$ cat src/rtl/ilv_ser_pkg.sv
package ilv_ser_pkg;

  typedef enum logic [0:0] {
    SER_IDLE = 1'b0,
    SER_BUSY = 1'b1
  } ser_state_e;

  function automatic int unsigned code_width(input int unsigned n);
    return (n > 1) ? $clog2(n) : 1;
  endfunction

endpackage

$ cat src/rtl/ilv_lane_map.sv
module ilv_lane_map #(
  parameter int ADDR_W = 16,
  parameter int N_CHAN = 4,
  parameter int N_BANK = 2,
  parameter int CH_W   = 2,
  parameter int BK_W   = 1
) (
  input  logic [ADDR_W-1:0] addr,
  output logic [CH_W-1:0]   chan,
  output logic [BK_W-1:0]   bank
);

  logic [ADDR_W-1:0] off;
  logic [ADDR_W-1:0] ch_full;
  logic [ADDR_W-1:0] bk_full;

  // positions are numbered from 1, so shift to a zero base before folding
  assign off     = addr - ADDR_W'(1);
  assign ch_full = off % ADDR_W'(N_CHAN);
  assign bk_full = off % ADDR_W'(N_BANK);
  assign chan    = CH_W'(ch_full);
  assign bank    = BK_W'(bk_full);

endmodule

$ cat src/rtl/ilv_grant_pick.sv
module ilv_grant_pick #(
  parameter int N_REQ = 4,
  parameter int CH_W  = 2,
  parameter int BK_W  = 1
) (
  input  logic [N_REQ-1:0]           pend,
  input  logic [N_REQ-1:0][CH_W-1:0] lane_ch,
  input  logic [N_REQ-1:0][BK_W-1:0] lane_bk,
  output logic [N_REQ-1:0]           grant
);

  // greedy pass in lane order: a lane joins the cycle only if it clashes
  // with none of the lower lanes already chosen
  always_comb begin
    grant = '0;
    for (int i = 0; i < N_REQ; i++) begin
      logic free;
      free = pend[i];
      for (int j = 0; j < N_REQ; j++) begin
        if (j < i && grant[j] &&
            (lane_ch[j] == lane_ch[i] || lane_bk[j] == lane_bk[i]))
          free = 1'b0;
      end
      grant[i] = free;
    end
  end

endmodule

$ cat src/rtl/ilv_ser_ctrl.sv
module ilv_ser_ctrl
  import ilv_ser_pkg::*;
#(
  parameter int N_REQ  = 4,
  parameter int N_BANK = 2,
  parameter int CH_W   = 2,
  parameter int BK_W   = 1,
  parameter int CNT_W  = 3
) (
  input  logic                       clk,
  input  logic                       rst,
  input  logic                       in_valid,
  input  logic [N_REQ-1:0]           in_mask,
  input  logic [N_REQ-1:0][CH_W-1:0] map_ch,
  input  logic [N_REQ-1:0][BK_W-1:0] map_bk,
  output logic                       in_ready,
  output logic [N_REQ-1:0]           iss_valid_vec,
  output logic                       iss_valid,
  output logic [N_REQ-1:0][CH_W-1:0] iss_ch,
  output logic [N_REQ-1:0][BK_W-1:0] iss_bk,
  output logic                       iss_last,
  output logic [CNT_W-1:0]           grp_cycles
);

  ser_state_e                 state;
  logic [N_REQ-1:0]           pend;
  logic [N_REQ-1:0][CH_W-1:0] lane_ch;
  logic [N_REQ-1:0][BK_W-1:0] lane_bk;
  logic [N_REQ-1:0]           grant;
  logic [N_REQ-1:0]           rest;
  logic [CNT_W-1:0]           cnt;
  logic [CNT_W-1:0]           cnt_nx;

  ilv_grant_pick #(
    .N_REQ (N_REQ),
    .CH_W  (CH_W),
    .BK_W  (BK_W)
  ) i_pick (
    .pend    (pend),
    .lane_ch (lane_ch),
    .lane_bk (lane_bk),
    .grant   (grant)
  );

  assign rest     = pend & ~grant;
  assign cnt_nx   = cnt + CNT_W'(1);
  assign in_ready = (state == SER_IDLE);

  always_ff @(posedge clk) begin
    if (rst) begin
      state         <= SER_IDLE;
      pend          <= '0;
      lane_ch       <= '0;
      lane_bk       <= '0;
      cnt           <= '0;
      iss_valid     <= 1'b0;
      iss_valid_vec <= '0;
      iss_ch        <= '0;
      iss_bk        <= '0;
      iss_last      <= 1'b0;
      grp_cycles    <= '0;
    end else begin
      case (state)
        SER_IDLE: begin
          iss_valid     <= 1'b0;
          iss_last      <= 1'b0;
          iss_valid_vec <= '0;
          if (in_valid) begin
            // keep only the folded codes: the addresses are not needed again
            lane_ch <= map_ch;
            lane_bk <= map_bk;
            pend    <= in_mask;
            cnt     <= '0;
            if (in_mask != '0) state <= SER_BUSY;
          end
        end
        SER_BUSY: begin
          iss_valid     <= 1'b1;
          iss_valid_vec <= grant;
          iss_ch        <= lane_ch;
          iss_bk        <= lane_bk;
          cnt           <= cnt_nx;
          grp_cycles    <= cnt_nx;
          pend          <= rest;
          if (rest == '0) begin
            iss_last <= 1'b1;
            state    <= SER_IDLE;
          end else begin
            iss_last <= 1'b0;
          end
        end
        default: state <= SER_IDLE;
      endcase
    end
  end

  logic [N_REQ-1:0] head;
  assign head = pend & (~pend + N_REQ'(1));

  AST_HEAD_FIRST: assert property (@(posedge clk) disable iff (rst)
    (state == SER_BUSY) |-> ((grant & head) != '0));

  AST_HOLD_WHILE_BUSY: assert property (@(posedge clk) disable iff (rst)
    (state == SER_BUSY) |=> ($stable(lane_ch) && $stable(lane_bk)));

  AST_GRANT_CAP: assert property (@(posedge clk) disable iff (rst)
    iss_valid |-> (iss_valid_vec != '0 && $countones(iss_valid_vec) <= N_BANK));

  AST_LAST_READY: assert property (@(posedge clk) disable iff (rst)
    iss_last |-> (in_ready && iss_valid && grp_cycles != '0));

  AST_BUSY_NOT_READY: assert property (@(posedge clk) disable iff (rst)
    (iss_valid && !iss_last) |-> !in_ready);

endmodule

$ cat src/rtl/ilv_conflict_serializer.sv
module ilv_conflict_serializer
  import ilv_ser_pkg::*;
#(
  parameter int N_REQ  = 4,
  parameter int ADDR_W = 16,
  parameter int N_CHAN = 4,
  parameter int N_BANK = 2,
  localparam int CH_W  = code_width(N_CHAN),
  localparam int BK_W  = code_width(N_BANK),
  localparam int CNT_W = $clog2(N_REQ + 1)
) (
  input  logic                    clk,
  input  logic                    rst,
  input  logic                    in_valid,
  output logic                    in_ready,
  input  logic [N_REQ-1:0]        in_mask,
  input  logic [N_REQ*ADDR_W-1:0] in_addr,
  output logic                    iss_valid,
  output logic [N_REQ-1:0]        iss_vec,
  output logic [N_REQ*CH_W-1:0]   iss_chan,
  output logic [N_REQ*BK_W-1:0]   iss_bank,
  output logic                    iss_last,
  output logic [CNT_W-1:0]        grp_cycles
);

  logic [N_REQ-1:0][CH_W-1:0] map_ch;
  logic [N_REQ-1:0][BK_W-1:0] map_bk;
  logic [N_REQ-1:0][CH_W-1:0] out_ch;
  logic [N_REQ-1:0][BK_W-1:0] out_bk;

  for (genvar g = 0; g < N_REQ; g++) begin : g_lane
    ilv_lane_map #(
      .ADDR_W (ADDR_W),
      .N_CHAN (N_CHAN),
      .N_BANK (N_BANK),
      .CH_W   (CH_W),
      .BK_W   (BK_W)
    ) i_map (
      .addr (in_addr[g*ADDR_W +: ADDR_W]),
      .chan (map_ch[g]),
      .bank (map_bk[g])
    );
  end

  ilv_ser_ctrl #(
    .N_REQ  (N_REQ),
    .N_BANK (N_BANK),
    .CH_W   (CH_W),
    .BK_W   (BK_W),
    .CNT_W  (CNT_W)
  ) i_ctrl (
    .clk           (clk),
    .rst           (rst),
    .in_valid      (in_valid),
    .in_mask       (in_mask),
    .map_ch        (map_ch),
    .map_bk        (map_bk),
    .in_ready      (in_ready),
    .iss_valid_vec (iss_vec),
    .iss_valid     (iss_valid),
    .iss_ch        (out_ch),
    .iss_bk        (out_bk),
    .iss_last      (iss_last),
    .grp_cycles    (grp_cycles)
  );

  assign iss_chan = out_ch;
  assign iss_bank = out_bk;

  // clash detection on the registered outputs, for the checks below
  logic ch_clash;
  logic bk_clash;
  always_comb begin
    ch_clash = 1'b0;
    bk_clash = 1'b0;
    for (int i = 0; i < N_REQ; i++) begin
      for (int j = 0; j < N_REQ; j++) begin
        if (j > i && iss_vec[i] && iss_vec[j]) begin
          if (out_ch[i] == out_ch[j]) ch_clash = 1'b1;
          if (out_bk[i] == out_bk[j]) bk_clash = 1'b1;
        end
      end
    end
  end

  AST_NO_CHAN_CLASH: assert property (@(posedge clk) disable iff (rst)
    iss_valid |-> !ch_clash);

  AST_NO_BANK_CLASH: assert property (@(posedge clk) disable iff (rst)
    iss_valid |-> !bk_clash);

  AST_IDLE_QUIET: assert property (@(posedge clk) disable iff (rst)
    $fell(iss_valid) |-> $past(iss_last));

endmodule

$ cat config.mk
export PLATFORM = sky130hd
export DESIGN_NAME = ilv_conflict_serializer
export DESIGN_NICKNAME = d
export VERILOG_FILES = /design/src/rtl/ilv_ser_pkg.sv /design/src/rtl/ilv_lane_map.sv /design/src/rtl/ilv_grant_pick.sv /design/src/rtl/ilv_ser_ctrl.sv /design/src/rtl/ilv_conflict_serializer.sv
export SDC_FILE = /design/constraint.sdc
export NUM_CORES = 1
export LEC_CHECK = 0
export BUFFER_PORTS_ARGS = -buffer_cell sky130_fd_sc_hd__buf_2
export CORE_MARGIN = 5
export CORE_UTILIZATION = 35
export CTS_CLUSTER_SIZE = 16
export DETAILED_ROUTE_END_ITERATION = 10
export PLACE_DENSITY = 0.62
export SETUP_SLACK_MARGIN = 0.5
export SLEW_MARGIN = 0
export SYNTH_ARGS = -nofsm -noshare
export SYNTH_HDL_FRONTEND = slang
export SYNTH_HIERARCHICAL = 1
export SYNTH_SLANG_ARGS = --single-unit
export TNS_END_PERCENT = 5
$ cat constraint.sdc
create_clock -name clk -period 2.2 [get_ports clk]
set_input_delay 0.44 -clock clk [delete_from_list [all_inputs] [get_ports clk]]
set_output_delay 0.44 -clock clk [all_outputs]
set_load 0.1 [all_outputs]
==> metrics.cfg <==
[sta]
finalCritPeriodShare_pct = 78.2
drv_slew = 0
holdWs_ps = 404
fin_skew_ps = 1.11
max_slew_margin_pct = 67.3
setup_viol = 0
setup_ws_ps = 480
fin_tns_setup_ps = 0
finalHoldViolations = 0
period_minus_slack_ps = 1720
grt_setup_unrepaired = yes
max_freq_mhz = 581
tightest_slew_ps = 494

[finish]
mostFrequentLayoutCells = buf_2, nand2_1, dfxtp_1, a21oi_1, nor2_1
antenna_cells = 0
syn_to_final_growth_pct = 22.4
stdcell_area_sq_mm = 0.00224
layout.cells.most_common = buf_2
instances_no_fill = 312
final_util_pct = 43.8
drive_gt1_share_pct = 29.8
final_nets = 313

[critical_path]
worst-path-buf-inv = 0
cp_top_family = compound AO/OA/AOI/OAI gates
crit_cells = 7
crit_path_end = i_ctrl/state$_SDFF_PP0_
crit_path_start_kind = flip-flop
rr_startpoint = i_ctrl/lane_ch[3]$_SDFFE_PP0P_
critPathRequiredTime_ps = 2390
startpoint = i_ctrl/lane_ch[3]$_SDFFE_PP0P_
r2r_slack_ps = 480
ff2ff_path_depth = 7
cp.arrival_ps = 1910
cp_slowest_stage_delay_ps = 410
crit_type = reg2reg
r2r-end = i_ctrl/state$_SDFF_PP0_
path_cells = xnor2_2, a21oi_2, o21a_1, a221oi_2, nand2b_4, o2111ai_4, a21o_1
crit_slowest_cell = dfxtp_2
endpoint_kind = flip-flop
worst-path-max-fanout = 5

[clock_network]
cts_buffers = 5
cts_root_buffer = clkbuf_8
cts.clk_slew.worst_paths_ps = 70
clock-sinks = 41
cts_max_path_buffers = 2
clk-insertion-delay-late_ps = 280
cts_tree = done
htree_num_levels = 2

[synthesis]
synthesis.area_sq_mm = 0.00183
ys_types = 33
ys_seq_area_share_pct = 44.9
syn_avg_cell_area_sq_um = 8.88
netlist_instances = 206
yosys_warnings = 6
synth.area.top_cells = dfxtp_1, mux2i_1, nand2_1
synth_top_cell_by_area = dfxtp_1
netlist.area_leader.share_pct = 44.9
ys_ff_latch = 41
syn-num-nets = 278

[place]
hpwl_um = 2710
portBuffers = 36
placedCellCount = 301
gp_congestion = 0.744
placed_cell_area_sq_mm = 0.00203
pre_cts_ws_ps = 266

[power]
irDropWorstVdd_mv = 0.246
p_total_mw = 1.74
pwr_density_cell_mw_per_mm2 = 776
p_leak_nw = 0.972

[hold_path]
worstHoldPathType = in2reg
min_path_cells = 3

[die]
die_h_um = 82.3
initial_core_util_pct = 35.8
rows = 26
die_w_um = 82.3
io_pins = 93
core_sq_mm = 0.00511
die_area_sq_mm = 0.00677

[route]
wl_per_cell_um = 12.5
via_per_inst = 4.63
drtAntennaViolNets = 0
drt_iter0_drc = 102
routed_wl_um = 3910
first_pass_iters = 5
vias = 1445
drc = 0

[status]
outcome = completed

[global_route]
grt_max_degree = 22
antenna_found_initial = 0
grt_usage_pct = 12.4
grt_pass1_wl_um = 6400
first_global_vias = 1351
overflow = 0

[run]
maxCapViolations = 0

==> layout make-up <==
cell class	count	area, sq um
clock buffer	7	96.3
clock inverter	1	5.00
fill	536	2870
inverter	9	33.8
multi-input combinational	142	941
sequential	41	847
tap	70	87.6
timing repair buffer	42	228
==> report_power, final <==
part           total, mW  switching, mW  internal (mW)
clock              0.528          0.245          0.283
sequential         0.832         0.0498          0.782
combinational      0.377          0.247          0.129
==> worst register-to-register path: cells and delay by family, from the launching register on <==
family                    cells  cell delay [ps]
xor gates and xnor gates      1              140
and+or+nand+nor               1              190
AOI/OAI and AO/OA             5              880
DFF                           1              410
==> logic make-up after synthesis <==
kind of cell	after synthesis	share of synthesized area, %
AO/OA/AOI/OAI	41	14.3
XOR/XNOR	23	11.0
adder cells (fa/ha/maj)	1	0.684
buffers and inverters	23	6.77
flip-flops	41	44.9
multiplexers	12	6.57
AND/OR/NAND/NOR	65	15.8
==> synthesized netlist by cell type <==
master,number
inv_2,1
nand2_1,32
o21ai_0,4
o21a_1,1
and2_1,4
nor3_1,1
mux2i_1,12
o2111ai_1,1
a21o_1,1
inv_1,8
o21ai_4,1
a21oi_1,22
a21oi_2,1
ha_1,1
buf_6,1
nand3_1,2
o211ai_1,1
nand2b_1,5
nor2_1,14
a221oi_2,1
o21ai_1,1
xnor2_1,13
nor4_1,2
dfxtp_1,41
o211a_1,1
and2b_1,1
a211oi_1,6
xor2_1,10
clkbuf_1,2
buf_2,3
nor2b_1,4
buf_1,1
buf_4,7
==> timing repair <==
item / 4_1_cts / 5_1_grt
gates resized for setup: 12 / 14
endpoints found under the hold margin: 0 / 0
hold buffers: 0 / 0
pin swaps: 2 / 7
setup endpoints to repair: 4 / 5
gates cloned: 0 / 0
setup buffers: 2 / 1
==> state kept, by name (all words and copies together) (netlist names) <==
name	cells
i_ctrl/iss_ch	8
i_ctrl/lane_ch	8
i_ctrl/iss_bk	4
i_ctrl/iss_valid_vec	4
i_ctrl/lane_bk	4
i_ctrl/pend	4
i_ctrl/cnt	3
i_ctrl/grp_cycles	3
i_ctrl/iss_last	1
i_ctrl/iss_valid	1
i_ctrl/state	1
==> metal layers <==
metal | share of wire [%] | vias to the layer above | wire length [um] | global-route usage, %
met3 | 4.6 | 2 | 180 | 3.80
met2 | 49 | 24 | 1930 | 19.8
met1 | 45 | 672 | 1770 | 15.4
li1 | - | 747 | - | -
met5 | 0 | - | 0 | 0
met4 | 0.69 | 0 | 27 | 5.15
==> how the worst min path moves through the flow <==
| stage | startpoint | to | slack [ps] |
|---|---|---|---|
| 6_report | in_mask[2] | i_ctrl/pend[2]$_SDFFE_PP0P_ | 400 |
| 5_1_grt | in_mask[2] | i_ctrl/pend[2]$_SDFFE_PP0P_ | 410 |
| 4_1_cts | in_mask[2] | i_ctrl/pend[2]$_SDFFE_PP0P_ | 400 |
| 3_5_place_dp | i_ctrl/grp_cycles[0]$_SDFFE_PP0P_ | i_ctrl/grp_cycles[0]$_SDFFE_PP0P_ | 450 |
| 3_3_place_gp | i_ctrl/grp_cycles[0]$_SDFFE_PP0P_ | i_ctrl/grp_cycles[0]$_SDFFE_PP0P_ | 440 |
| 2_1_floorplan | i_ctrl/cnt[1]$_SDFFE_PP0P_ | i_ctrl/cnt[1]$_SDFFE_PP0P_ | 440 |
Note: power is estimated with default switching activity, not from simulation.
